<file path="src/rtl/tpi_pkg.sv">
package tpi_pkg;
  localparam int TS_W     = 16;
  localparam int DATA_W   = 8;
  localparam int REG_W    = 16;
  localparam int ADDR_W   = 2;
  localparam int LFSR_W   = 11;
  localparam int TAP_NEAR = 9;
  localparam int TAP_FAR  = 11;
  localparam int CTRL_EN  = 0;
  localparam int CTRL_FIX = 1;

  localparam logic [ADDR_W-1:0] A_SLOT = 2'd0;
  localparam logic [ADDR_W-1:0] A_PAT  = 2'd1;
  localparam logic [ADDR_W-1:0] A_CTRL = 2'd2;

  typedef struct packed {
    logic [TS_W-1:0]   slot;
    logic [DATA_W-1:0] pat;
    logic              en;
    logic              fixed;
  } tpi_cfg_t;
endpackage

</file>
<file path="src/rtl/tpi_lfsr.sv">
module tpi_lfsr #(
  parameter int W     = 11,
  parameter int NEAR  = 9,
  parameter int FAR   = 11,
  parameter int STEPS = 8
) (
  input  logic             clk,
  input  logic             rst_n,
  input  logic             adv,
  output logic [STEPS-1:0] byte_o
);
  logic [W-1:0] state, nxt;

  // Fibonacci form: output is stage FAR, feedback of NEAR^FAR enters stage 1.
  always_comb begin
    logic [W-1:0] s;
    logic         fb;
    s = state;
    byte_o = '0;
    for (int i = 0; i < STEPS; i++) begin
      byte_o[STEPS-1-i] = s[FAR-1];
      fb = s[NEAR-1] ^ s[FAR-1];
      s = {s[W-2:0], fb};
    end
    nxt = s;
  end

  always_ff @(posedge clk) begin
    if (!rst_n)            state <= '1;
    else if (state == '0)  state <= '1;
    else if (adv)          state <= (nxt == '0) ? '1 : nxt;
  end

  p_nonzero_r5: assert property (@(posedge clk) disable iff (!rst_n)
    1'b1 |=> state != '0);
  p_idle_r6: assert property (@(posedge clk) disable iff (!rst_n)
    !adv |=> $stable(state));
endmodule

</file>
<file path="src/rtl/tpi_regs.sv">
module tpi_regs
  import tpi_pkg::*;
(
  input  logic              clk,
  input  logic              rst_n,
  input  logic              wr_en,
  input  logic [ADDR_W-1:0] addr,
  input  logic [REG_W-1:0]  wdata,
  input  logic              frame_load,
  output logic [REG_W-1:0]  rdata,
  output tpi_cfg_t          cfg_use
);
  tpi_cfg_t shadow, active;

  always_ff @(posedge clk) begin
    if (!rst_n) begin
      shadow <= '0;
      active <= '0;
    end else begin
      if (wr_en) begin
        unique case (addr)
          A_SLOT: shadow.slot <= wdata[TS_W-1:0];
          A_PAT:  shadow.pat  <= wdata[DATA_W-1:0];
          A_CTRL: begin
            shadow.en    <= wdata[CTRL_EN];
            shadow.fixed <= wdata[CTRL_FIX];
          end
          default: ;
        endcase
      end
      if (frame_load) active <= shadow;
    end
  end

  // The beat that opens a frame already uses the pending settings.
  assign cfg_use = frame_load ? shadow : active;

  always_comb begin
    rdata = '0;
    unique case (addr)
      A_SLOT: rdata[TS_W-1:0]   = shadow.slot;
      A_PAT:  rdata[DATA_W-1:0] = shadow.pat;
      A_CTRL: begin
        rdata[CTRL_EN]  = shadow.en;
        rdata[CTRL_FIX] = shadow.fixed;
      end
      default: ;
    endcase
  end

  p_frame_only_r8: assert property (@(posedge clk) disable iff (!rst_n)
    !frame_load |=> $stable(active));
endmodule

</file>
<file path="src/rtl/ts_pattern_inserter.sv">
module ts_pattern_inserter
  import tpi_pkg::*;
(
  input  logic              clk,
  input  logic              rst_n,
  input  logic              in_valid,
  output logic              in_ready,
  input  logic [DATA_W-1:0] in_data,
  input  logic [TS_W-1:0]   in_ts,
  output logic              out_valid,
  input  logic              out_ready,
  output logic [DATA_W-1:0] out_data,
  output logic [TS_W-1:0]   out_ts,
  input  logic              reg_wr,
  input  logic [ADDR_W-1:0] reg_addr,
  input  logic [REG_W-1:0]  reg_wdata,
  output logic [REG_W-1:0]  reg_rdata
);
  tpi_cfg_t          cfg;
  logic              fire, frame_load, hit, adv;
  logic [DATA_W-1:0] prbs_byte, sub_byte;

  assign in_ready   = !out_valid || out_ready;
  assign fire       = in_valid && in_ready;
  assign frame_load = fire && (in_ts == '0);

  tpi_regs u_regs (
    .clk        (clk),
    .rst_n      (rst_n),
    .wr_en      (reg_wr),
    .addr       (reg_addr),
    .wdata      (reg_wdata),
    .frame_load (frame_load),
    .rdata      (reg_rdata),
    .cfg_use    (cfg)
  );

  assign hit      = fire && cfg.en && (in_ts == cfg.slot);
  assign adv      = hit && !cfg.fixed;
  assign sub_byte = cfg.fixed ? cfg.pat : prbs_byte;

  tpi_lfsr #(
    .W     (LFSR_W),
    .NEAR  (TAP_NEAR),
    .FAR   (TAP_FAR),
    .STEPS (DATA_W)
  ) u_lfsr (
    .clk    (clk),
    .rst_n  (rst_n),
    .adv    (adv),
    .byte_o (prbs_byte)
  );

  always_ff @(posedge clk) begin
    if (!rst_n) begin
      out_valid <= 1'b0;
      out_data  <= '0;
      out_ts    <= '0;
    end else if (fire) begin
      out_valid <= 1'b1;
      out_data  <= hit ? sub_byte : in_data;
      out_ts    <= in_ts;
    end else if (out_ready) begin
      out_valid <= 1'b0;
    end
  end

  p_hold_r10: assert property (@(posedge clk) disable iff (!rst_n)
    out_valid && !out_ready |=> out_valid && $stable(out_data) && $stable(out_ts));
  p_latency_r9: assert property (@(posedge clk) disable iff (!rst_n)
    in_valid && in_ready |=> out_valid && out_ts == $past(in_ts));
  p_pass_r3: assert property (@(posedge clk) disable iff (!rst_n)
    fire && !(cfg.en && in_ts == cfg.slot) |=> out_data == $past(in_data));
endmodule

</file>
<file path="config.mk">
export PLATFORM = sky130hd
export DESIGN_NAME = ts_pattern_inserter
export DESIGN_NICKNAME = d
export VERILOG_FILES = /design/src/rtl/tpi_pkg.sv /design/src/rtl/tpi_lfsr.sv /design/src/rtl/tpi_regs.sv /design/src/rtl/ts_pattern_inserter.sv
export SDC_FILE = /design/constraint.sdc
export NUM_CORES = 1
export LEC_CHECK = 0
export BUFFER_PORTS_ARGS = -buffer_cell sky130_fd_sc_hd__buf_4
export CORE_MARGIN = 3
export CORE_UTILIZATION = 30
export CTS_BUF_LIST = sky130_fd_sc_hd__clkbuf_2 sky130_fd_sc_hd__clkbuf_4 sky130_fd_sc_hd__clkbuf_8
export CTS_CLUSTER_SIZE = 12
export DETAILED_ROUTE_END_ITERATION = 10
export HOLD_SLACK_MARGIN = 0.06
export SYNTH_ARGS = -nofsm -noshare
export SYNTH_HDL_FRONTEND = slang
export SYNTH_HIERARCHICAL = 1
export SYNTH_SLANG_ARGS = --single-unit
export TNS_END_PERCENT = 5
</file>
<file path="constraint.sdc">
create_clock -name clk -period 4.2 [get_ports clk]
set_clock_uncertainty 0.05 [all_clocks]
set_input_delay 0.21 -clock clk [delete_from_list [all_inputs] [get_ports clk]]
set_output_delay 0.21 -clock clk [all_outputs]
set_load 0.1 [all_outputs]
</file>
* Word level (Yosys, flattened, before mapping)
Index checks and enable logic that the tools add are counted.
Storage, ports and cells: bits in registers 88, output and inout port bits 42
Operators by class: equality and inequality tests 3, multiplexer cells 9, bitwise gates (word level) 9, reductions and logical operators 17
Operators with widths (count):
- 26-bit 2-to-1 mux | 1
- 8-bit 2-to-1 mux | 3
- 11-bit zero test | 2
- 16-bit equality test | 1
- 16-bit zero test | 1
- 6-bit one-hot mux with 2 select lines | 1
- 11-bit 2-to-1 mux | 1
- 1-bit XOR | 8
- 2-bit one-hot mux with 3 select lines | 1
- 2-bit AND reduction | 3
- 1-bit logical AND | 5
- 2-bit by 1-bit equality test with 1-bit output, second input constant | 1
- 2-bit equality test, second input constant | 1
- 1-bit zero test | 2
- 2-bit zero test | 1
- 1-bit 2-to-1 mux | 2
- 2-bit nonzero test | 1
- 2-bit OR reduction | 1
- 1-bit logical OR | 1
- 1-bit NOT | 1

* Logic depth before layout (Yosys ltp)
depth in word-level cells 8, mapped depth 18, gate-level depth less buffers 13

* By module
The synthesis kept the hierarchy.
By module, submodules not included:
- tpi_regs | instances 1, cells each 216, area an instance 2318.5 um2, sequential area each 1041.0 um2
- ts_pattern_inserter | instances 1, cells each 161, area an instance 1333.8 um2, sequential area each 500.5 um2
- tpi_lfsr | instances 1, cells each 55, area an instance 619.3 um2, sequential area each 220.2 um2

* Worst setup path before layout
Ideal clock, no wire load.
path type flip-flop to flip-flop, from register out_valid, to register u_lfsr.state[0], arrival time 4.944 ns, setup slack -0.940 ns, stages on the path, launching flop included 19, buffers on the path 6, period minus slack after synthesis 5.140 ns, path through dfxtp_1 nand2b_1 and2_1 buf_2 buf_1 nand3_1 nor2_1 buf_6 buf_12 mux2_4 xnor2_1 nand4_1 nor4_4 buf_6 nand2_1 nor2_1 buf_2 mux2i_1 o211ai_2
RTL lines:
- start, declared | line ts_pattern_inserter.sv:10 | output logic out_valid,
- start signal, assigned | line ts_pattern_inserter.sv:56 | out_valid <= 1'b0;
- start signal, assigned | line ts_pattern_inserter.sv:60 | out_valid <= 1'b1;
- start signal, assigned | line ts_pattern_inserter.sv:64 | out_valid <= 1'b0;
- end signal, assigned | line tpi_lfsr.sv:31 | else if (adv) state <= (nxt == '0) ? '1 : nxt;
- end, declared | line tpi_lfsr.sv:12 | logic [W-1:0] state, nxt;

==> impl_metrics.json <==
{
  "io_pins": 89,
  "worstSetupPathType": "input pin to flop",
  "wirelength_um": 10900,
  "synth_cells": 432,
  "ys.flop_type": "dfxtp_1",
  "critical_path.max_fanout": 26,
  "drt_iter0_drc": 170,
  "globalRouteMet1Util_pct": 18.7,
  "hp-class": "input pin to flop",
  "hold_viol": 0,
  "r2r_end": "u_lfsr/state[1]",
  "p_leak_nw": 2.22,
  "grt_pass1_vias": 3428,
  "post_cts_resize_count": 0,
  "hold_path_depth": 3,
  "min_period_over_period_pct": 84.6,
  "cts_made_buffers": 9,
  "critPathLaunchType": "input pin",
  "yosysUniqueCellTypes": 39,
  "top_usage_layer": "met2",
  "grt_overflow_total": 0,
  "synth_edf_count": 0,
  "required_ns": 4.34,
  "clkSinkCount": 88,
  "final_cell_mix": "buf_4, dfxtp_1, nand2_1",
  "end_kind": "flop",
  "syn_avg_cell_area_um2": 9.89,
  "area_delta_synth_final_pct": 27.8,
  "met3_usage_pct": 3.54,
  "antenna_found_initial": 0,
  "fp.dieW_um": 125,
  "layout_commonest_cell": "buf_4",
  "initial_utilization_pct": 31.5,
  "die-area_mm2": 0.0157,
  "cap_violations": 0,
  "wl_per_cell_um": 15.3,
  "synth_nets": 479,
  "drive_above_1_share_pct": 30.4,
  "route.vias.total": 3332,
  "core_area_mm2": 0.0136,
  "fmax_mhz": 281,
  "syn_area_mm2": 0.00427,
  "clockBufferDepth": 2,
  "reg2regPathDepth": 15,
  "rsz0062_at_grt": "no",
  "rows": 42,
  "grt_first_pass_wirelength_um": 18000,
  "max_slew.worst_pin.slew_ns": 0.908,
  "slew_headroom_pct": 39.5,
  "drt.antenna.violating_nets": 0,
  "outcome": "finished clean",
  "hold_start": "in_ts[0]",
  "gp_congestion": 0.838,
  "dr.pass1.iters": 4,
  "path_clk_slew_ns": 0.09,
  "viasPerCell": 4.68,
  "setup_tns_ns": 0,
  "cts.htree.levels": 3,
  "ys_ff_latch": 88,
  "placed_area_mm2": 0.00503,
  "ys_warn_count": 6,
  "antenna_cells": 0,
  "setup_viol": 0,
  "clk_latency_ns": 0.36,
  "arrival_ns": 3.70,
  "stdcell_area_mm2": 0.00546,
  "drv_slew": 0,
  "grtUsageMet2_pct": 22.2,
  "die_h_um": 125,
  "reg2reg_slack_ns": 0.96,
  "r2r-start": "out_valid",
  "cts_tree": "yes",
  "synthArstFlopShare_pct": 0,
  "cellPowerDensity_mw_per_mm2": 337,
  "port_buffers": 88,
  "fin_nets": 579,
  "root_buffer": "clkbuf_8",
  "irDropWorstVdd_v": 0.000132,
  "dp_hpwl_um": 8000,
  "fin_crit_ns": 3.55,
  "grt_util_all_layers_pct": 14.0,
  "drc": 0,
  "whs_endpoint": "out_ts[0]",
  "seq_area_frac_synth_pct": 41.2,
  "cts_hold_buf": 21,
  "grt_max_degree": 99,
  "cts_setup_buffers": 0
}
cell type report:
| class | instances | area [µm²] |
|---|---|---|
| clock buffers | 11 | 145 |
| clock inverters | 4 | 77.6 |
| fillers | 1353 | 8100 |
| inverters | 2 | 7.51 |
| multi-input cells | 315 | 2320 |
| flip-flops and latches | 88 | 1760 |
| well taps | 176 | 220 |
| repair buffers | 116 | 923 |
state kept, by name, indices dropped and copies added (netlist names):
signal and cells:
out_valid 1, out_ts 16, u_regs/active 26, out_data 8, u_regs/shadow 26, u_lfsr/state 11
cell usage after synthesis, types with 4 or more instances:
cell type / n / area, µm²
a21boi_0: 17 / 128
nand2_1: 86 / 323
xnor2_1: 15 / 131
o21ai_1: 8 / 40.0
mux2_2: 6 / 67.6
mux2_4: 20 / 300
xor2_1: 8 / 70.1
and2_1: 34 / 213
buf_2: 6 / 30.0
buf_6: 5 / 56.3
nor2_1: 10 / 37.5
nand3_1: 4 / 20.0
dfxtp_1: 88 / 1760
o211ai_2: 9 / 113
a21oi_1: 8 / 40.0
mux2i_1: 52 / 521
a31o_2: 8 / 70.1
clkbuf_1: 9 / 33.8
nor4_1: 4 / 25.0
critical path: stages:
cell and delay (ns):
dlygate4sd3_1 0.54, buf_4 0.15, nor4_1 0.30, nand3_1 0.13, nor2_2 0.12, buf_4 0.39
mux2_4 0.35, xnor2_1 0.14, nand4_1 0.12, nor3_2 0.18, buf_4 0.23, nand2_1 0.07
nor2_1 0.09, buf_4 0.23, mux2i_1 0.29, o211ai_2 0.13
power by group:
part	switching (W)	leakage, nW	internal (W)
combinational	0.000208	1.39	0.0000979
sequential	0.0000171	0.716	0.000857
clock	0.000302	0.113	0.000358
routing by layer:
metal  vias to the layer above  wire (µm)
met3                        16        557
met4                         0        207
met5                         -          0
met1                      1571       5250
met2                        76       4870
li1                       1669          -
through the flow:
| stage | hold slack, ns | utilization, % | worst slack, ns | power [W] | std cells |
|---|---|---|---|---|---|
| 5_1_grt | 0.0775 | 40.3 | 0.407 | 0.00192 | 712 |
| 2_1_floorplan | 0.291 | - | 0.0538 | 0.00109 | 432 |
| 6_report | 0.0818 | 40.3 | 0.647 | 0.00184 | 712 |
| 4_1_cts | 0.0604 | 40.3 | 0.652 | 0.00187 | 712 |
| 3_5_place_dp | 0.396 | 37.1 | 0.830 | 0.00119 | 676 |
| 3_3_place_gp | 0.393 | 37.1 | 0.858 | 0.00118 | 676 |
cells by family (layout without fill, tap and decap cells):
kind of cell              count (synthesis)  after routing  share of synthesized area [%]
xor gates and xnor gates                 23             23                           4.72
DFF                                      88             88                           41.2
AOI/OAI and AO/OA                        56             56                           10.3
buffers and inverters                    29            133                           4.63
muxes                                    78             78                           20.8
and+or+nand+nor                         158            158                           18.3
worst max path at each step:
stage,from,to,slack (ns),cells after the start
3_3_place_gp,in_ts[5],u_lfsr/state[6],0.86,15
6_report,in_ts[6],u_lfsr/state[1],0.65,16
2_1_floorplan,out_valid,u_lfsr/state[0],0.05,18
3_5_place_dp,in_ts[5],u_lfsr/state[1],0.83,14
4_1_cts,in_ts[6],u_lfsr/state[1],0.65,15
5_1_grt,in_ts[9],u_lfsr/state[10],0.41,16
Power figures use the tool's default switching activity.
